<file path="config.mk">
export PLATFORM = sky130hd
export DESIGN_NAME = i2c_reg_master
export DESIGN_NICKNAME = d
export VERILOG_FILES = /design/src/rtl/i2cm_pkg.sv /design/src/rtl/i2cm_tick.sv /design/src/rtl/i2cm_engine.sv /design/src/rtl/i2cm_regs.sv /design/src/rtl/i2c_reg_master.sv
export SDC_FILE = /design/constraint.sdc
export NUM_CORES = 1
export LEC_CHECK = 0
export BUFFER_PORTS_ARGS = -buffer_cell sky130_fd_sc_hd__clkbuf_2
export CORE_ASPECT_RATIO = 1.1
export CORE_MARGIN = 5
export CORE_UTILIZATION = 55
export CTS_BUF_LIST = sky130_fd_sc_hd__clkbuf_8
export DETAILED_ROUTE_END_ITERATION = 12
export GPL_ROUTABILITY_DRIVEN = 0
export HOLD_SLACK_MARGIN = 0.15
export PLACE_DENSITY = 0.72
export SYNTH_ARGS = -nofsm -noshare
export SYNTH_HDL_FRONTEND = slang
export SYNTH_SLANG_ARGS = --single-unit
</file>
<file path="constraint.sdc">
create_clock -name clk -period 3.8 [get_ports clk]
set_input_delay 0 -clock clk [delete_from_list [all_inputs] [get_ports clk]]
set_output_delay 0 -clock clk [all_outputs]
set_load 0.02 [all_outputs]
</file>
<file path="src/rtl/i2cm_pkg.sv">
package i2cm_pkg;

    localparam int REG_AW = 5;

    localparam logic [REG_AW-1:0] OFS_CTRL = 5'h00;
    localparam logic [REG_AW-1:0] OFS_STAT = 5'h04;
    localparam logic [REG_AW-1:0] OFS_OWN  = 5'h08;
    localparam logic [REG_AW-1:0] OFS_DATA = 5'h0C;
    localparam logic [REG_AW-1:0] OFS_LINE = 5'h10;

    localparam logic [1:0] MODE_MRX = 2'b10;
    localparam logic [1:0] MODE_MTX = 2'b11;

    typedef enum logic [2:0] {
        S_IDLE, S_START, S_LOW, S_HIGH, S_HOLD, S_STOP_LO, S_STOP_HI
    } eng_state_e;

    // control register image, bit 7 down to bit 0
    typedef struct packed {
        logic       ack_en;
        logic       slow_clk;
        logic       irq_en;
        logic       pend;
        logic [3:0] div;
    } ctrl_t;

    typedef struct packed {
        logic [1:0] mode;
        logic       txen;
    } stat_t;

    typedef struct packed {
        logic [7:0] rx_byte;
        logic       ack_bit;
        logic       was_rx;
    } done_t;

    function automatic logic [2:0] msb_first(input logic [3:0] idx);
        return 3'd7 - idx[2:0];
    endfunction

endpackage

</file>
<file path="src/rtl/i2cm_tick.sv">
module i2cm_tick #(
    parameter int PRE_FAST = 16,
    parameter int PRE_SLOW = 512,
    parameter int DIV_W    = 4
) (
    input  logic             clk,
    input  logic             rst,
    input  logic             clr,
    input  logic             slow,
    input  logic [DIV_W-1:0] div,
    output logic             tick
);
    localparam int CNT_W = $clog2((PRE_SLOW / 2) * (2 ** DIV_W)) + 1;

    logic [CNT_W-1:0] cnt;
    logic [CNT_W-1:0] half;

    always_comb begin
        if (slow)
            half = CNT_W'((PRE_SLOW / 2) * (int'(div) + 1));
        else
            half = CNT_W'((PRE_FAST / 2) * (int'(div) + 1));
        tick = !clr && (cnt == half - 1'b1);
    end

    always_ff @(posedge clk) begin
        if (rst || clr || tick)
            cnt <= '0;
        else
            cnt <= cnt + 1'b1;
    end
endmodule

</file>
<file path="src/rtl/i2cm_engine.sv">
module i2cm_engine
    import i2cm_pkg::*;
(
    input  logic       clk,
    input  logic       rst,
    input  logic       tick,
    input  logic       start_cmd,
    input  logic       release_i,
    input  logic       stop_req,
    input  logic [1:0] mode,
    input  logic       ack_en,
    input  logic [7:0] data_reg,
    input  logic       sda_in,
    output logic       tick_clr,
    output logic       scl_oe,
    output logic       sda_oe,
    output logic       busy,
    output logic       done,
    output done_t      done_info
);
    eng_state_e state;
    logic [3:0] bit_idx;
    logic       is_rx;
    logic       ack_drv;
    logic [7:0] tx_byte;
    logic [7:0] rx_sh;

    always_comb begin
        busy     = (state != S_IDLE);
        tick_clr = (state == S_IDLE) || (state == S_HOLD);
        scl_oe   = (state == S_LOW) || (state == S_HOLD) || (state == S_STOP_LO);
        unique case (state)
            S_START, S_STOP_LO, S_STOP_HI: sda_oe = 1'b1;
            S_LOW, S_HIGH:
                sda_oe = bit_idx[3] ? (is_rx && ack_drv)
                                    : (!is_rx && !tx_byte[msb_first(bit_idx)]);
            default: sda_oe = 1'b0;
        endcase
    end

    always_ff @(posedge clk) begin
        if (rst) begin
            state     <= S_IDLE;
            bit_idx   <= '0;
            is_rx     <= 1'b0;
            ack_drv   <= 1'b0;
            tx_byte   <= '0;
            rx_sh     <= '0;
            done      <= 1'b0;
            done_info <= '0;
        end else begin
            done <= 1'b0;
            unique case (state)
                S_IDLE: if (start_cmd) begin
                    tx_byte <= data_reg;
                    is_rx   <= 1'b0;
                    bit_idx <= '0;
                    state   <= S_START;
                end
                S_START: if (tick) state <= S_LOW;
                S_LOW:   if (tick) state <= S_HIGH;
                S_HIGH: if (tick) begin
                    if (!bit_idx[3]) begin
                        rx_sh   <= {rx_sh[6:0], sda_in};
                        bit_idx <= bit_idx + 1'b1;
                        state   <= S_LOW;
                    end else begin
                        done      <= 1'b1;
                        done_info <= '{rx_byte: rx_sh, ack_bit: sda_in, was_rx: is_rx};
                        state     <= S_HOLD;
                    end
                end
                S_HOLD: if (release_i) begin
                    if (stop_req) begin
                        state <= S_STOP_LO;
                    end else begin
                        tx_byte <= data_reg;
                        is_rx   <= (mode != MODE_MTX);
                        ack_drv <= ack_en;
                        bit_idx <= '0;
                        state   <= S_LOW;
                    end
                end
                S_STOP_LO: if (tick) state <= S_STOP_HI;
                S_STOP_HI: if (tick) state <= S_IDLE;
                default: state <= S_IDLE;
            endcase
        end
    end
endmodule

</file>
<file path="src/rtl/i2cm_regs.sv">
module i2cm_regs
    import i2cm_pkg::*;
(
    input  logic              clk,
    input  logic              rst,
    input  logic              wr_en,
    input  logic              rd_en,
    input  logic [REG_AW-1:0] addr,
    input  logic [7:0]        wdata,
    output logic [7:0]        rdata,
    input  logic              busy,
    input  logic              done,
    input  done_t             done_info,
    output ctrl_t             ctrl,
    output logic [1:0]        mode,
    output logic [7:0]        data_reg,
    output logic              start_cmd,
    output logic              release_o,
    output logic              stop_req
);
    stat_t      stat_q;
    logic [7:0] own_q;
    logic [2:0] line_q;
    logic       lastack_q;

    logic wr_ctrl, wr_stat;

    always_comb begin
        wr_ctrl   = wr_en && (addr == OFS_CTRL);
        wr_stat   = wr_en && (addr == OFS_STAT);
        start_cmd = wr_stat && wdata[7] && wdata[5] && wdata[4] && !busy;
        release_o = wr_ctrl && !wdata[4] && ctrl.pend;
        mode      = stat_q.mode;
    end

    always_ff @(posedge clk) begin
        if (rst) begin
            ctrl      <= '0;
            stat_q    <= '0;
            own_q     <= '0;
            data_reg  <= '0;
            line_q    <= '0;
            lastack_q <= 1'b0;
            stop_req  <= 1'b0;
        end else begin
            if (wr_ctrl) begin
                ctrl.ack_en   <= wdata[7];
                ctrl.slow_clk <= wdata[6];
                ctrl.irq_en   <= wdata[5];
                ctrl.div      <= wdata[3:0];
                if (!wdata[4]) ctrl.pend <= 1'b0;
            end
            if (wr_stat) stat_q <= '{mode: wdata[7:6], txen: wdata[4]};
            if (wr_en && addr == OFS_OWN)  own_q    <= wdata;
            if (wr_en && addr == OFS_DATA) data_reg <= wdata;
            if (wr_en && addr == OFS_LINE) line_q   <= wdata[2:0];
            if (done) begin
                ctrl.pend <= 1'b1;
                lastack_q <= done_info.ack_bit;
                if (done_info.was_rx) data_reg <= done_info.rx_byte;
            end
            if (!busy)
                stop_req <= 1'b0;
            else if (wr_stat && !wdata[5])
                stop_req <= 1'b1;
        end
    end

    always_comb begin
        rdata = 8'h00;
        if (rd_en) begin
            unique case (addr)
                OFS_CTRL: rdata = ctrl;
                OFS_STAT: rdata = {stat_q.mode, busy, stat_q.txen, 3'b000, lastack_q};
                OFS_OWN:  rdata = own_q;
                OFS_DATA: rdata = data_reg;
                OFS_LINE: rdata = {5'b00000, line_q};
                default:  rdata = 8'h00;
            endcase
        end
    end
endmodule

</file>
<file path="src/rtl/i2c_reg_master.sv">
module i2c_reg_master
    import i2cm_pkg::*;
#(
    parameter int PRE_FAST = 16,
    parameter int PRE_SLOW = 512
) (
    input  logic              clk,
    input  logic              rst,
    input  logic [REG_AW-1:0] reg_addr,
    input  logic              reg_wr,
    input  logic              reg_rd,
    input  logic [7:0]        reg_wdata,
    output logic [7:0]        reg_rdata,
    output logic              irq,
    output logic              scl_oe,
    input  logic              sda_in,
    output logic              sda_oe
);
    ctrl_t      ctrl;
    logic [1:0] mode;
    logic [7:0] data_reg;
    logic       start_cmd, release_p, stop_req;
    logic       busy, done, tick, tick_clr;
    logic       pend;
    done_t      done_info;

    assign pend = ctrl.pend;
    assign irq  = ctrl.pend && ctrl.irq_en;

    i2cm_regs u_regs (
        .clk       (clk),
        .rst       (rst),
        .wr_en     (reg_wr),
        .rd_en     (reg_rd),
        .addr      (reg_addr),
        .wdata     (reg_wdata),
        .rdata     (reg_rdata),
        .busy      (busy),
        .done      (done),
        .done_info (done_info),
        .ctrl      (ctrl),
        .mode      (mode),
        .data_reg  (data_reg),
        .start_cmd (start_cmd),
        .release_o (release_p),
        .stop_req  (stop_req)
    );

    i2cm_tick #(
        .PRE_FAST (PRE_FAST),
        .PRE_SLOW (PRE_SLOW),
        .DIV_W    (4)
    ) u_tick (
        .clk  (clk),
        .rst  (rst),
        .clr  (tick_clr),
        .slow (ctrl.slow_clk),
        .div  (ctrl.div),
        .tick (tick)
    );

    i2cm_engine u_eng (
        .clk       (clk),
        .rst       (rst),
        .tick      (tick),
        .start_cmd (start_cmd),
        .release_i (release_p),
        .stop_req  (stop_req),
        .mode      (mode),
        .ack_en    (ctrl.ack_en),
        .data_reg  (data_reg),
        .sda_in    (sda_in),
        .tick_clr  (tick_clr),
        .scl_oe    (scl_oe),
        .sda_oe    (sda_oe),
        .busy      (busy),
        .done      (done),
        .done_info (done_info)
    );
endmodule

</file>
==> flow_summary.yaml <==
detailed_routing:
  wl_microns: 9443
  via_per_inst: 5.990
  drc: 0
  ant_nets: 0
  wl_per_cell_microns: 16.01
  drt-pass1-iter-count: 5
  vias: 3534
  drt_iter0_markers: 226
final_layout:
  drive_gt1_frac: 0.1248
  largest_reg_flops: 13
  nNetsFinal: 521
  largest-register: "u_tick.cnt"
  syn2layout_area_growth_pct: 12.86
  final_core_util: 0.6420
  final_cells: 590
  reg.largest.list: "u_tick.cnt: 13 flops, u_eng.done_info: 10 flops"
  fillCellCount: 615
  num_antenna_cells: 0
sta:
  fmax_mhz: 326.3
  tightestPinTransition_ns: 1.155
  slew_headroom: 0.2247
  worst_slack_ns: 0.7353
  hold_viol: 0
  fin_worst_hold_slack_ns: 0.1667
  slew_viol_final: 0
  rsz0062_at_grt: "false"
  fin_crit_sh: 0.8065
  fin_skew_ns: 0.006490
  min_period_ns: 3.065
  finalSetupTns_ns: 0
  setup_viol: 0
worst_setup_path:
  cp_max_fo: 11
  cp.arrival_ns: 3.35
  cp-start-kind: "flop"
  r2r_start: "u_regs.ctrl[0]"
  rr_worst_depth: 8
  r2r_slack_ns: 0.74
  cp-startpoint: "u_regs.ctrl[0]"
  cp.required_ns: 4.08
  crit_type: "flop to flop"
  slowest_delay_ns: 0.57
  crit_end: "u_eng.done_info[1]"
  end_kind: "flop"
  cpMaxStageDelayCell: "or4b_4"
  crit_chain: "ha_1 -> nor2_1 -> o211ai_2 -> o2bb2ai_1 -> or4b_4 -> nor4b_4 -> and3_2 -> mux2i_1"
  rr_endpoint: "u_eng.done_info[1]"
floorplanning:
  die_area_sq_um: 9098
  core_sq_um: 7047
  die_w_microns: 91.40
  die_y_microns: 99.54
  start_util: 0.5689
  rows: 32
  ios: 29
grt:
  grt.total_usage: 0.2183
  grt_pass1_wl_microns: 16350
  grt_max_degree: 57
  antenna_found_initial: 0
  grt_pass1_vias: 3391
  gr-total-overflow: 0
synthesis:
  ys_seq_area_frac: 0.4045
  ys_types: 64
  synth_nets: 489
  async_reset_ff_frac: 0
  ys_ff_latch: 81
  synthSimpleGateAreaFrac: 0.2347
  synth_area_sq_um: 4009
  synth-main-ff-cell: "dfxtp_1"
  synth-xor-area-share: 0.03714
  synth.avg_cell_area_sq_um: 8.566
  synthCells: 468
  synthMuxAreaShare: 0.1370
  synth_compound_area_frac: 0.1314
  synth_fa_ha_area_frac: 0.009363
  synth_top_family_by_area: "simple AND/OR/NAND/NOR gates"
  synth_edf_count: 0
  yosys_warnings: 0
power_and_ir_drop:
  ir_drop_v: 0.0002648
  pwr_density_cell_nw_per_um2: 349.7
  p_leak_uw: 0.001756
cts:
  cts_tree: "built"
  postCtsResizedCells: 0
  cts_inserted_buffers: 9
  clk_latency_ns: 0.35
  cts-htree-levels: 3
  cts.clk_slew.worst_paths_ns: 0.09
  cts_buffer_depth: 2
  cts.sinks: 81
  cts-root-buf: "clkbuf_8"
job:
  cap_violations: 0
placed_design:
  numPortBuffers: 28
  dp.cells: 557
  place_ws_ns: 0.7553
  dp_hpwl_microns: 6492
min_path:
  hold_class: "input port to flop"
run_status:
  outcome: "finished, final reports clean"
layout by cell type, fill, tap and decap left out, types with 9 or more instances in the layout:
cell           synthesis  routed
nand2_1               60      60
dlygate4sd3_1          0      17
nor2_1                72      72
dfxtp_1               81      81
nor3_1                 9       9
a21oi_1               21      21
mux2i_1               47      47
clkbuf_8               0       9
xnor2_1               10      10
nand3_1               23      23
clkbuf_2               0      28
inv_1                  9       9
worst min path at each step:
stage,start,end,cells after the start
final,reg_wr,u_regs.data_reg[6],3
after global routing,reg_wr,u_regs.data_reg[1],3
after CTS,reg_wr,u_regs.data_reg[6],3
after detailed placement,sda_in,u_eng.rx_sh[0],3
after global placement,sda_in,u_eng.done_info[1],3
after floorplan,sda_in,u_eng.done_info[1],2
through the flow:
stage          area (sq um)  total power (uW)
6_report               4524              1582
5_1_grt                4524              1645
4_1_cts                4524              1595
3_5_place_dp           4145             925.6
3_3_place_gp           4145             925.4
2_1_floorplan          4009             901.6
cells by family (layout without fill, tap and decap cells):
logic type / count (synthesis) / in the layout
and+or+nand+nor: 200 / 200
AOI/OAI and AO/OA: 77 / 77
adders and majority gates: 3 / 3
muxes: 52 / 52
DFF: 81 / 81
buffers and inverters: 38 / 75
xor gates and xnor gates: 17 / 17
worst max-delay path: cells and delay by family, from the launching register on:
| kind | cells | cell delay [ns] |
|---|---|---|
| AND/OR/NAND/NOR | 4 | 1.51 |
| AO/OA/AOI/OAI | 2 | 0.35 |
| multiplexers | 1 | 0.24 |
| flip-flops | 1 | 0.55 |
| adder cells (fa/ha/maj) | 1 | 0.34 |
cells in the mapped netlist (all sizes together) (2+ instances only):
master | count | share of area
xnor2 | 10 | 0.022
and3 | 7 | 0.011
nor4 | 3 | 0.0047
mux2 | 3 | 0.0084
a222oi | 4 | 0.010
o21ai | 11 | 0.014
nand3 | 24 | 0.031
nand2b | 2 | 0.0031
a21oi | 21 | 0.026
nor4b | 2 | 0.0081
a31oi | 4 | 0.0062
or4b | 2 | 0.0059
ha | 3 | 0.0094
o211ai | 4 | 0.0087
o31ai | 2 | 0.0037
xor2 | 7 | 0.015
nor2 | 72 | 0.067
nor3 | 10 | 0.015
clkbuf | 16 | 0.015
a311oi | 6 | 0.013
dfxtp | 81 | 0.40
mux2i | 47 | 0.12
nand2 | 60 | 0.056
or3 | 3 | 0.0047
and3b | 2 | 0.0044
inv | 10 | 0.0094
a22oi | 4 | 0.0075
and2 | 6 | 0.0094
a211oi | 4 | 0.0075
buf | 12 | 0.022
a21o | 4 | 0.0075
mux4 | 2 | 0.011
layer usage:
metal  vias up  part of all wire  wire length (microns)  track usage
met5         -                 0                      0            0
met4         0             0.019                    178      0.06998
met3        17             0.055                    517      0.05446
met2       107              0.47                   4407       0.3433
li1       1713                 -                      -            -
met1      1697              0.46                   4339       0.2939
timing repair:
| action | in CTS | in global routing |
|---|---|---|
| hold buffers | 17 | 0 |
| endpoints found under the hold margin | 33 | 0 |
| buffers inserted | 0 | 0 |
layout make-up:
class	count	area [sq um]	area share
multi-input combinational	349	2210	0.4884
sequential	81	1622	0.3584
timing repair buffer	49	340.3	0.07522
clock buffer	9	123.9	0.02738
tap	85	106.4	0.02351
clock inverter	7	85.08	0.01881
inverter	10	37.54	0.008296
power by group:
group | leakage [uW] | switching [uW] | total, uW | internal, uW
Clock | 0.000100 | 349 | 667 | 317
Sequential | 0.000652 | 2.68 | 853 | 850
Combinational | 0.00100 | 40.1 | 62.8 | 22.7
Total | 0.00176 | 392 | 1580 | 1190
No activity file was read; power rests on OpenSTA's default activity.
